`src/rtl/irqarb_pkg.sv`:
```
package irqarb_pkg;
  // Ordered so that a numeric compare gives the priority order
  typedef enum logic [1:0] {
    LVL_NONE = 2'd0,
    LVL_LOW  = 2'd1,
    LVL_HIGH = 2'd2,
    LVL_TOP  = 2'd3
  } lvl_e;
endpackage

```
`src/rtl/irqarb_level_map.sv`:
```
module irqarb_level_map
  import irqarb_pkg::*;
#(
  parameter int unsigned NUM_LINES = 10,
  parameter logic [NUM_LINES-1:0] TOP_MASK = NUM_LINES'(2'b11)
) (
  input  logic [NUM_LINES-1:0]      raise_i,
  output logic [NUM_LINES-1:0][1:0] lvl_o
);
  for (genvar g = 0; g < NUM_LINES; g++) begin : g_line
    if (TOP_MASK[g]) begin : g_top
      assign lvl_o[g] = raise_i[g] ? LVL_TOP : LVL_LOW;
    end else begin : g_mid
      assign lvl_o[g] = raise_i[g] ? LVL_HIGH : LVL_LOW;
    end
  end
endmodule

```
`src/rtl/irqarb_picker.sv`:
```
module irqarb_picker
  import irqarb_pkg::*;
#(
  parameter int unsigned NUM_LINES = 10,
  parameter int unsigned IDX_W     = $clog2(NUM_LINES)
) (
  input  logic [NUM_LINES-1:0]      pend_i,
  input  logic [NUM_LINES-1:0][1:0] lvl_i,
  output logic                      any_o,
  output logic [1:0]                best_lvl_o,
  output logic [IDX_W-1:0]          win_idx_o
);
  logic [1:0]       best;
  logic [IDX_W-1:0] idx;

  // Downward scan with >= lets a lower index take over a tie
  always_comb begin
    best = LVL_NONE;
    idx  = '0;
    for (int i = NUM_LINES - 1; i >= 0; i--) begin
      if (pend_i[i] && (lvl_i[i] >= best)) begin
        best = lvl_i[i];
        idx  = IDX_W'(i);
      end
    end
  end

  assign any_o      = |pend_i;
  assign best_lvl_o = best;
  assign win_idx_o  = idx;
endmodule

```
`src/rtl/irqarb_stack.sv`:
```
module irqarb_stack
  import irqarb_pkg::*;
#(
  parameter int unsigned DEPTH = 3,
  parameter int unsigned CNT_W = $clog2(DEPTH + 1)
) (
  input  logic             clk,
  input  logic             rst_n,
  input  logic             push_i,
  input  logic [1:0]       push_lvl_i,
  input  logic             pop_i,
  output logic [1:0]       top_lvl_o,
  output logic [CNT_W-1:0] depth_o
);
  logic [DEPTH-1:0][1:0] stk_q, stk_d;
  logic [CNT_W-1:0]      cnt_q, cnt_d;
  logic                  stk_en;

  always_comb begin
    stk_d = stk_q;
    cnt_d = cnt_q;
    if (push_i && (cnt_q < CNT_W'(DEPTH))) begin
      stk_d[cnt_q] = push_lvl_i;
      cnt_d        = cnt_q + 1'b1;
    end else if (pop_i && (cnt_q != '0)) begin
      cnt_d = cnt_q - 1'b1;
    end
  end

  assign stk_en = push_i || pop_i;

  always_ff @(posedge clk or negedge rst_n) begin
    if (!rst_n) begin
      stk_q <= '0;
      cnt_q <= '0;
    end else if (stk_en) begin
      stk_q <= stk_d;
      cnt_q <= cnt_d;
    end
  end

  assign top_lvl_o = (cnt_q == '0) ? LVL_NONE : stk_q[cnt_q - 1'b1];
  assign depth_o   = cnt_q;
endmodule

```
`src/rtl/irq_prio_arbiter.sv`:
```
module irq_prio_arbiter
  import irqarb_pkg::*;
#(
  parameter int unsigned NUM_LINES   = 10,
  parameter int unsigned STACK_DEPTH = 3,
  parameter int unsigned VEC_W       = 16,
  parameter int unsigned VEC_BASE    = 3,
  parameter int unsigned VEC_STRIDE  = 8,
  parameter logic [NUM_LINES-1:0] TOP_MASK = NUM_LINES'(2'b11)
) (
  input  logic                 clk,
  input  logic                 rst_n,
  input  logic [NUM_LINES-1:0] irq_in,
  input  logic [NUM_LINES-1:0] lvl_raise,
  input  logic                 ack,
  input  logic                 reti,
  output logic                 irq_req,
  output logic [VEC_W-1:0]     irq_vec
);
  localparam int unsigned IDX_W = $clog2(NUM_LINES);
  localparam int unsigned CNT_W = $clog2(STACK_DEPTH + 1);
  localparam logic [VEC_W-1:0] BASE_V   = VEC_W'(VEC_BASE);
  localparam logic [VEC_W-1:0] STRIDE_V = VEC_W'(VEC_STRIDE);

  logic [NUM_LINES-1:0]      in_prev_q;
  logic [NUM_LINES-1:0]      pend_q, pend_d;
  logic [NUM_LINES-1:0]      rise, clr;
  logic [NUM_LINES-1:0][1:0] line_lvl;
  logic                      any_pend;
  logic [1:0]                best_lvl, top_lvl;
  logic [IDX_W-1:0]          win_idx;
  logic [CNT_W-1:0]          depth;
  logic                      accept, pop;

  irqarb_level_map #(.NUM_LINES(NUM_LINES), .TOP_MASK(TOP_MASK)) u_map (
    .raise_i (lvl_raise),
    .lvl_o   (line_lvl)
  );

  irqarb_picker #(.NUM_LINES(NUM_LINES), .IDX_W(IDX_W)) u_pick (
    .pend_i     (pend_q),
    .lvl_i      (line_lvl),
    .any_o      (any_pend),
    .best_lvl_o (best_lvl),
    .win_idx_o  (win_idx)
  );

  irqarb_stack #(.DEPTH(STACK_DEPTH), .CNT_W(CNT_W)) u_stk (
    .clk        (clk),
    .rst_n      (rst_n),
    .push_i     (accept),
    .push_lvl_i (best_lvl),
    .pop_i      (pop),
    .top_lvl_o  (top_lvl),
    .depth_o    (depth)
  );

  assign irq_req = any_pend && (best_lvl > top_lvl);
  assign irq_vec = BASE_V + STRIDE_V * VEC_W'(win_idx);
  assign accept  = ack && irq_req;
  assign pop     = reti && !accept;

  // Next-state logic: a fresh edge wins over a clear in the same cycle
  always_comb begin
    rise   = irq_in & ~in_prev_q;
    clr    = '0;
    if (accept) clr[win_idx] = 1'b1;
    pend_d = (pend_q & ~clr) | rise;
  end

  always_ff @(posedge clk or negedge rst_n) begin
    if (!rst_n) begin
      in_prev_q <= '0;
      pend_q    <= '0;
    end else begin
      in_prev_q <= irq_in;
      pend_q    <= pend_d;
    end
  end
endmodule

```
`config.mk`:
```
export PLATFORM = sky130hd
export DESIGN_NAME = irq_prio_arbiter
export DESIGN_NICKNAME = d
export VERILOG_FILES = /design/src/rtl/irqarb_pkg.sv /design/src/rtl/irqarb_level_map.sv /design/src/rtl/irqarb_picker.sv /design/src/rtl/irqarb_stack.sv /design/src/rtl/irq_prio_arbiter.sv
export SDC_FILE = /design/constraint.sdc
export NUM_CORES = 1
export LEC_CHECK = 0
export BUFFER_PORTS_ARGS = -buffer_cell sky130_fd_sc_hd__buf_2
export CAP_MARGIN = 15
export CORE_ASPECT_RATIO = 0.5
export CORE_MARGIN = 2
export CORE_UTILIZATION = 60
export DETAILED_ROUTE_END_ITERATION = 8
export PLACE_DENSITY = 0.93
export SLEW_MARGIN = 20
export SYNTH_ARGS = -nofsm -noshare
export SYNTH_HDL_FRONTEND = slang
export SYNTH_HIERARCHICAL = 1
export SYNTH_SLANG_ARGS = --single-unit
```
`constraint.sdc`:
```
create_clock -name clk -period 25.1 [get_ports clk]
set_clock_uncertainty 0.15 [all_clocks]
set_input_delay 2.51 -clock clk [delete_from_list [all_inputs] [get_ports clk]]
set_output_delay 2.51 -clock clk [all_outputs]
set_load 0.01 [all_outputs]
```
# ---- After elaboration in Yosys (flattened, before gate mapping)
# Index checks and enable logic that the tools add are counted.
# Widths: inputs -> output; s select.
dict set report word_totals {
  register_bits 28
  in_bits 24
  out_inout_bits 17
  elab_cells 97
}
dict set report op_classes {
  n_addsub 3
  n_lt_le_gt_ge 17
  mux 41
  bitwise 5
  reduce_logical 25
}
# operator count
set ops {}
lappend ops {{$mux 2} 25}
lappend ops {{$mux 4} 10}
lappend ops {{$and 10x10->10} 2}
lappend ops {{$not 10->10} 2}
lappend ops {{$ge 2x2->1} 9}
lappend ops {{$logic_and 1x1->1} 17}
lappend ops {{$mux 10} 1}
lappend ops {{$or 10x10->10} 1}
lappend ops {{$reduce_or 10->1} 1}
lappend ops {{$add 2x7->8 const A} 1}
lappend ops {{$bwmux 6} 1}
lappend ops {{$lt 2x3->1 const B} 2}
lappend ops {{$lt 4x5->1 const B} 1}
lappend ops {{$bmux 2 s2} 1}
lappend ops {{$demux 1 s4} 1}
lappend ops {{$demux 2 s2} 1}
lappend ops {{$ge 2x1->1 const B} 2}
lappend ops {{$ge 4x1->1 const B} 1}
lappend ops {{$reduce_and 2->1} 2}
lappend ops {{$reduce_bool 2->1} 2}
lappend ops {{$add 2x1->2 const B} 1}
lappend ops {{$gt 2x2->1} 1}
lappend ops {{$logic_not 2->1} 1}
lappend ops {{$lt 2x2->1 const B} 1}
lappend ops {{other kinds (4)} 4}

# ---- Logic depth before layout (Yosys ltp)
# Gate-level depths: netlist (run 1).
dict set report logic_depth {
  word_depth 39
  mapped_depth 63
  mapped_depth_nobuf 63
}

# ---- Modules after synthesis
# Netlist (run 1), hierarchy kept.
# module n_inst cells_each area_each_um2 seq_area_each_um2
set modules_own_cells {}
lappend modules_own_cells {irq_prio_arbiter 1 90 914.6 500.5}
lappend modules_own_cells {irqarb_picker 1 125 887.1 0.0}
lappend modules_own_cells {irqarb_stack 1 37 445.4 200.2}
lappend modules_own_cells {irqarb_level_map 1 21 123.9 0.0}

# ---- Worst setup path before layout (run 1)
# Ideal clock, no wire load.
dict set report synth_path {
  path_kind {input-to-output}
  start {input port lvl_raise[9]}
  end {output port irq_req}
  arrival_ns 10.922
  path_slack_ns 11.518
  stages 47
  n_path_buf 0
  cell_sequence {inv_1 > and2_1 > ha_1 > nor2b_4 > o21ai_4 > mux2i_1 > inv_1 > ha_1 > nand2b_1 > o21ai_0 > a211oi_2 > o311ai_1 > ha_1 > inv_1 > a32o_1 > a211oi_1 > o21ai_1 > mux2_2 > [... 11 more ...] > a21oi_1 > ha_1 > nand2b_1 > and3_1 > and2_1 > a211oi_1 > nand2_1 > ha_1 > nand2b_1 > o2111ai_1 > nand2_1 > or4_4 > o211ai_2 > mux2_2 > inv_1 > ha_1 > nand2_1 > o211a_1}
}
dict set report synth_between {
  elab_chain_cells 33
}
# item line
set synth_rtl {}
lappend synth_rtl {{from (decl)} irq_prio_arbiter.sv:14} ;# input logic [NUM_LINES-1:0] lvl_raise,
lappend synth_rtl {{$mux 2 (*)} irqarb_level_map.sv:14} ;# assign lvl_o[g] = raise_i[g] ? LVL_HIGH : LVL_LOW;
lappend synth_rtl {{$ge 2x1->1} irqarb_picker.sv:21} ;# if (pend_i[i] && (lvl_i[i] >= best)) begin
lappend synth_rtl {{$logic_and 1x1->1} irqarb_picker.sv:21}
lappend synth_rtl {{$mux 2 (*)} irqarb_picker.sv:21}
lappend synth_rtl {{$ge 2x2->1} irqarb_picker.sv:21}
lappend synth_rtl {{$logic_and 1x1->1} irqarb_picker.sv:21}
lappend synth_rtl {{$mux 2 (*)} irqarb_picker.sv:21}
lappend synth_rtl {{$ge 2x2->1} irqarb_picker.sv:21}
lappend synth_rtl {{[... 18 more ...]} n/a}
lappend synth_rtl {{$logic_and 1x1->1} irqarb_picker.sv:21}
lappend synth_rtl {{$mux 2 (*)} irqarb_picker.sv:21}
lappend synth_rtl {{$ge 2x2->1} irqarb_picker.sv:21}
lappend synth_rtl {{$logic_and 1x1->1} irqarb_picker.sv:21}
lappend synth_rtl {{$mux 2 (*)} irqarb_picker.sv:21}
lappend synth_rtl {{via best_lvl[0]} irq_prio_arbiter.sv:30} ;# logic [1:0] best_lvl, top_lvl;
lappend synth_rtl {{$gt 2x2->1 (*)} irq_prio_arbiter.sv:58} ;# assign irq_req = any_pend && (best_lvl > top_lvl);
lappend synth_rtl {{$logic_and 1x1->1 (*)} irq_prio_arbiter.sv:58}
lappend synth_rtl {{to (decl)} irq_prio_arbiter.sv:17} ;# output logic irq_req,
# Mark *: on every way through the listed nets, which the timed path passes. The rest lies on a longest branch.

==> flow_summary_export.csv, run 1 <==
group,metric,value,unit
grt,overflow,0,
power,power_frac_clock,0.120,
critical_path,crit_top_cell,"ha_1",
yosys,synthDistinctLibCells,56,
critical_path,crit_path_max_incr_delay,0.49,ns
critical_path,r2r-start,"pend_q[9]",
sta,max_freq,0.0676,GHz
power,comb_power_share,0.583,
die,initial_utilization,0.617,
power,ir_drop,0.109,mV
place,dp_hpwl,3880,um
sta,hold_violations,0,
yosys,synth.mux.area_fraction,0.0707,
critical_path,crit_path_start_kind,"input pin",
yosys,synth_common_cells,"28 x dfrtp_1, 28 x inv_1, 24 x buf_4, 21 x nor2_1, 20 x nand2_1",
cts,cts_buffers,3,
die,dieArea,4500,sq um
critical_path,rr_worst_depth,49,
yosys,synth_top_family_by_area,"simple AND/OR/NAND/NOR gates",
run_status,outcome,"complete, no violations",
route,drt-pass1-iter-count,5,
grt,use_met3,0.0280,
route,avgViaCountPerCell,5.69,
cts,clk_pin_slew_worst_paths,0.09,ns
die,rows,16,
cts,clockRootBuffer,"clkbuf_8",
yosys,yosysWarningCount,6,
route,ant_nets,0,
place,place_congestion,0.888,
die,die_h,48.5,um
critical_path,crit_required,22.44,ns
yosys,syn_inst,273,
layout,nets,334,
flow_run,max-cap-violations,0,
yosys,synth_area_leader_cell,"dfrtp_1",
sta,period_share,0.589,
yosys,synth-simple-area-share,0.242,
cts,cts-resized-gates,0,
yosys,synth_ff_type,"dfrtp_1",
cts,post-cts-setup-buffers,0,
grt,grt.met1_usage,0.281,
critical_path,crit_slowest_cell,"or4_4",
yosys,yosys.area.top_type_share,0.296,
die,ios,41,
sta,rsz0062_at_grt,"no",
yosys,synthXorXnorAreaFrac,0.00369,
critical_path,rrSetupSlack,13.94,ns
critical_path,crit_fanout,9,
sta,fin_hold_ws,0.369,ns
power,switching_share,0.431,
yosys,yosysSeqAreaShare,0.296,
grt,grt_pass1_wl,8300,um
layout,area_growth,5.33,%
route,drt_iter0_markers,69,
grt,grt_max_degree,29,
layout,drive_gt1_frac,0.205,
power,power_frac_seq,0.298,
die,die_w,92.9,um
sta,worst_pin_slew,0.724,ns
critical_path,cp-endpoint,"irq_req",
hold_path,hold_path.class,"reg -> reg",
cts,hold_buffers,0,
sta,final.min_clock_period,14.79,ns
grt,track_usage,0.227,
critical_path,critPathArrivalTime,12.13,ns
power,p_per_area,91.6,nW/um^2
yosys,synthArstFlopShare,1.00,
sta,setup_viol,0,
layout,antenna_cells,0,
grt,use_met2,0.414,
place,io_buffers,28,
power,p_sw,0.0000986,W
yosys,synthTopCellsByArea,"dfrtp_1 30%, ha_1 9.0%, buf_4 7.6%",
route,drc,0,
yosys,syn_avg_cell_area,8.69,sq um
critical_path,startpoint,"lvl_raise[9]",
grt,grt_busiest_layer,"met2",
cts,cts_tree,"built",
grt,antenna_found_initial,0,
sta,max-slew-margin-rel,0.513,
die,coreArea,3840,sq um
cts,htreeDepth,1,
grt,grt_pass1_vias,1925,
power,p_int,0.000130,W
yosys,yosys_register_bits,28,
yosys,synth_fa_ha_area_frac,0.0939,
yosys,synth_edf_count,0,
route,via_count,1970,
cts,clock_sinks,28,
critical_path,setup.worst_path.class,"in -> out",
critical_path,r2r_end,"u_stk/stk_q[1]",
critical_path,endpoint_kind,"output port",
route,wirelength,4830,um
sta,final.setup.tns,0,ns
power,p_leak,1.18,nW
sta,maxSlewViolCount,0,
yosys,synth_compound_gate_area_share,0.167,
cts,clockBufferDepth,2,
yosys,syn-cell-area,2370,sq um
cts,clock_latency,0.27,ns
route,routedWlPerCell,14.0,um
## sequential cells by signal (all words and copies together) (netlist names)
| register | cells |
|---|---|
| in_prev_q | 10 |
| pend_q | 10 |
| u_stk/depth_o | 2 |
| u_stk/stk_q | 6 |
## cell type report
type                            instances  area, sq um
Multi-Input combinational cell        203         1420
Tap cell                               54         67.6
Sequential cell                        28          701
Timing Repair Buffer                   29          148
Inverter                               28          105
Clock buffer                            4         55.1
Fill cell                             299         1350
## routing by layer
layer,vias up,wire length [um]
li1,954,-
met1,929,2110
met2,77,2370
met3,10,266
met4,0,78
met5,-,0
## worst min path at each step
stage / slack [ns] / endpoint / depth (start not counted) / from
after CTS: 0.37 / u_stk/stk_q[5] / 1 / u_stk/stk_q[5]
final: 0.37 / u_stk/stk_q[5] / 1 / u_stk/stk_q[5]
after global placement: 0.33 / u_stk/stk_q[0] / 1 / u_stk/stk_q[0]
after detailed placement: 0.34 / u_stk/stk_q[5] / 1 / u_stk/stk_q[5]
after global routing: 0.38 / u_stk/stk_q[5] / 1 / u_stk/stk_q[5]
after floorplan: 0.32 / u_stk/stk_q[0] / 1 / u_stk/stk_q[0]
## critical path: cells and delay by family
family,cells,cell delay [ns]
buf+inv,8,0.62
compound gates,13,2.85
fa+ha+maj,9,2.61
mux,4,1.19
simple gates,15,2.35
## logic make-up after synthesis
group | count (synthesis)
flip-flops | 28
buffers and inverters | 53
multiplexers | 15
AO/OA/AOI/OAI | 50
other | 3
AND/OR/NAND/NOR | 105
XOR/XNOR | 1
adder cells (fa/ha/maj) | 18
## layout by cell type (no fill, tap or decap), types with 2 or more instances in the layout
master    netlist  routed
inv_1          28      28
dfrtp_1        28      28
buf_2           1      28
nor2_1         21      21
nand2_1        20      20
a21oi_1        19      19
ha_1           17      17
nor2b_1        15      15
conb_1          3      14
nand2b_1       11      11
mux2_2         11      11
nor4_1          9       9
nand3_1         8       8
nor3_1          4       4
clkbuf_8        0       4
and2_1          3       3
mux2i_1         3       3
o2111a_1        2       2
nor2b_4         2       2
a21boi_0        2       2
nand3b_1        2       2
and3_1          2       2
o21ai_0         2       2
a32o_1          2       2
a211oi_1        2       2
o21ai_1         2       2
## through the flow
| stage | worst slack [ns] | cell area, sq um | total power [W] | utilization | std cells |
|---|---|---|---|---|---|
| 3_5_place_dp | 10.37 | 2440 | 0.000200 | 0.635 | 342 |
| 3_3_place_gp | 10.73 | 2440 | 0.000191 | 0.635 | 342 |
| 5_1_grt | 9.72 | 2500 | 0.000247 | 0.650 | 346 |
| 6_report | 10.31 | 2500 | 0.000229 | 0.650 | 346 |
| 4_1_cts | 10.35 | 2500 | 0.000228 | 0.650 | 346 |
| 2_1_floorplan | 11.52 | 2410 | 0.000171 | - | 284 |
## power by group through the flow
stage	clock network (W)	registers, W	logic, W
after floorplan	0	0.0000646	0.000106
after global placement	0	0.0000671	0.000124
after detailed placement	0	0.0000685	0.000131
after CTS	0.0000279	0.0000677	0.000132
after global routing	0.0000299	0.0000691	0.000148
final	0.0000274	0.0000681	0.000133
(Power assumes the default switching activity.)
==> inputs of run 2 (changes only) <==
--- a/config.mk
+++ b/config.mk
@@ -9,9 +9,9 @@
 export CAP_MARGIN = 15
 export CORE_ASPECT_RATIO = 0.5
 export CORE_MARGIN = 2
-export CORE_UTILIZATION = 60
+export CORE_UTILIZATION = 51
 export DETAILED_ROUTE_END_ITERATION = 8
-export PLACE_DENSITY = 0.93
+export PLACE_DENSITY = 0.85
 export SLEW_MARGIN = 20
 export SYNTH_ARGS = -nofsm -noshare
 export SYNTH_HDL_FRONTEND = slang
==> constraint.sdc (replaced) <==
create_clock -name clk -period 12.5 [get_ports clk]
set_clock_uncertainty 0.15 [all_clocks]
set_input_delay 1.25 -clock clk [delete_from_list [all_inputs] [get_ports clk]]
set_output_delay 1.25 -clock clk [all_outputs]
set_load 0.01 [all_outputs]
==> flow_summary_export.csv, run 2 (same netlist as run 1, synthesis figures left out) <==
group,metric,value,unit
layout,seq_area,701,sq um
layout,utilization,0.576,
grt,track_usage,0.202,
place,dp_hpwl,3860,um
layout,fillers,376,
die,dieArea,5240,sq um
power,ir_drop,0.183,mV
hold_path,hold_path.class,"reg -> reg",
cts,clock_latency,0.27,ns
sta,final.min_clock_period,11.90,ns
run_status,outcome,"complete, no violations",
cts,hold_buffers,0,
sta,period_share,0.952,
critical_path,r2r_end,"u_stk/stk_q[5]",
sta,fin_hold_ws,0.365,ns
layout,drive_gt1_frac,0.224,
place,pre_cts_slack,0.267,ns
critical_path,crit_slowest_cell,"or4_4",
route,ant_nets,0,
critical_path,r2r-start,"pend_q[9]",
route,drt-pass1-iter-count,4,
critical_path,crit_required,11.10,ns
route,routedWlPerCell,13.8,um
route,wirelength,4840,um
layout,area_growth,7.44,%
route,via_count,1963,
critical_path,setup.worst_path.class,"in -> out",
sta,final.setup.tns,0,ns
layout,top_regs,"in_prev_q x10, pend_q x10, u_stk/stk_q x6",
layout,multi_input_area,1450,sq um
cts,clockBufferDepth,2,
critical_path,critPathBufInv,8,
layout,antenna_cells,0,
cts,clockRootBuffer,"clkbuf_8",
critical_path,crit_path_max_incr_delay,0.48,ns
sta,max_freq,0.0841,GHz
grt,grt_max_degree,29,
hold_path,whs_path_depth,1,
sta,hold_violations,0,
hold_path,holdCritStartpoint,"u_stk/stk_q[5]",
cts,clock_sinks,28,
critical_path,crit_path_start_kind,"input pin",
die,die_h,52.2,um
die,initial_utilization,0.536,
hold_path,holdPathEnd,"u_stk/stk_q[5]",
die,coreArea,4420,sq um
die,die_w,100,um
cts,clk_pin_slew_worst_paths,0.09,ns
grt,antenna_found_initial,0,
route,avgViaCountPerCell,5.59,
route,drc,0,
place,placed_area,2450,sq um
route,drt_iter0_markers,74,
cts,cts_buffers,3,
sta,worst_pin_slew,0.822,ns
critical_path,endpoint_kind,"output port",
critical_path,critPathArrivalTime,10.50,ns
critical_path,rrSetupSlack,1.74,ns
grt,grt_pass1_vias,1948,
die,ios,41,
sta,maxSlewViolCount,0,
sta,setup_viol,0,
sta,setup_ws,0.603,ns
place,place_congestion,0.840,
layout,final_cell_area,2550,sq um
cts,htreeDepth,1,
critical_path,rr_worst_depth,50,
power,p_leak,1.19,nW
layout,nets,336,
power,p_per_area,181,nW/um^2
die,rows,17,
grt,grt_pass1_wl,8420,um
place,io_buffers,28,
flow_run,max-cap-violations,0,
sta,max-slew-margin-rel,0.447,
critical_path,crit_fanout,5,
cts,cts_tree,"built",
critical_path,path_delay_family,"compound AO/OA/AOI/OAI gates",
grt,overflow,0,
critical_path,crit_top_cell,"ha_1",
layout,final_cell_mix,"28 x inv_1, 28 x dfrtp_1, 28 x buf_2, 21 x nor2_1, 20 x nand2_1",
==> run 2: per-stage QoR <==
| stage | instances | total power (W) |
|---|---|---|
| after floorplan | 284 | 0.000343 |
| after global placement | 345 | 0.000385 |
| after detailed placement | 345 | 0.000400 |
| after CTS | 349 | 0.000455 |
| after global routing | 351 | 0.000501 |
| final | 351 | 0.000461 |
==> run 2: layout make-up <==
class	count	share of cell area
repair buffers	31	0.0639
multi-input cells	203	0.570
clock buffers	4	0.0216
well taps	57	0.0280
flip-flops and latches	28	0.275
inverters	28	0.0413
==> run 2: worst max path at each step <==
stage / depth (start not counted) / slack, ns / start / end
after floorplan: 47 / 1.44 / lvl_raise[9] / irq_req
after global placement: 49 / 0.65 / lvl_raise[9] / irq_req
after detailed placement: 49 / 0.27 / lvl_raise[9] / irq_req
after CTS: 49 / 0.21 / lvl_raise[9] / irq_req
after global routing: 50 / -0.02 / lvl_raise[9] / irq_req
final: 50 / 0.60 / lvl_raise[9] / irq_req
==> run 2: worst reg2reg max path, delay by kind of cell, from the launching register on <==
kind / cells / cell delay (ns)
compound gates: 14 / 2.91
flops: 1 / 0.46
buf+inv: 5 / 0.38
simple gates: 17 / 2.73
mux: 5 / 1.49
fa+ha+maj: 9 / 2.54
==> run 2: power breakdown <==
group | leakage, nW | switching [W] | total [W] | internal (W)
clock | 0.0288 | 0.0000262 | 0.0000544 | 0.0000282
sequential | 0.299 | 0.0000226 | 0.000136 | 0.000113
combinational | 0.859 | 0.000148 | 0.000271 | 0.000123
total | 1.19 | 0.000197 | 0.000461 | 0.000264
==> run 2: repair_timing <==
action	in CTS	in global routing
gates resized for setup	0	5
setup buffers	0	2
endpoints found under the setup margin	0	8
==> run 2: layer usage <==
layer | wire length [um] | GRT usage
met1 | 2210 | 0.248
met2 | 2390 | 0.368
met3 | 109 | 0.0147
met4 | 132 | 0.0982
met5 | 0 | 0
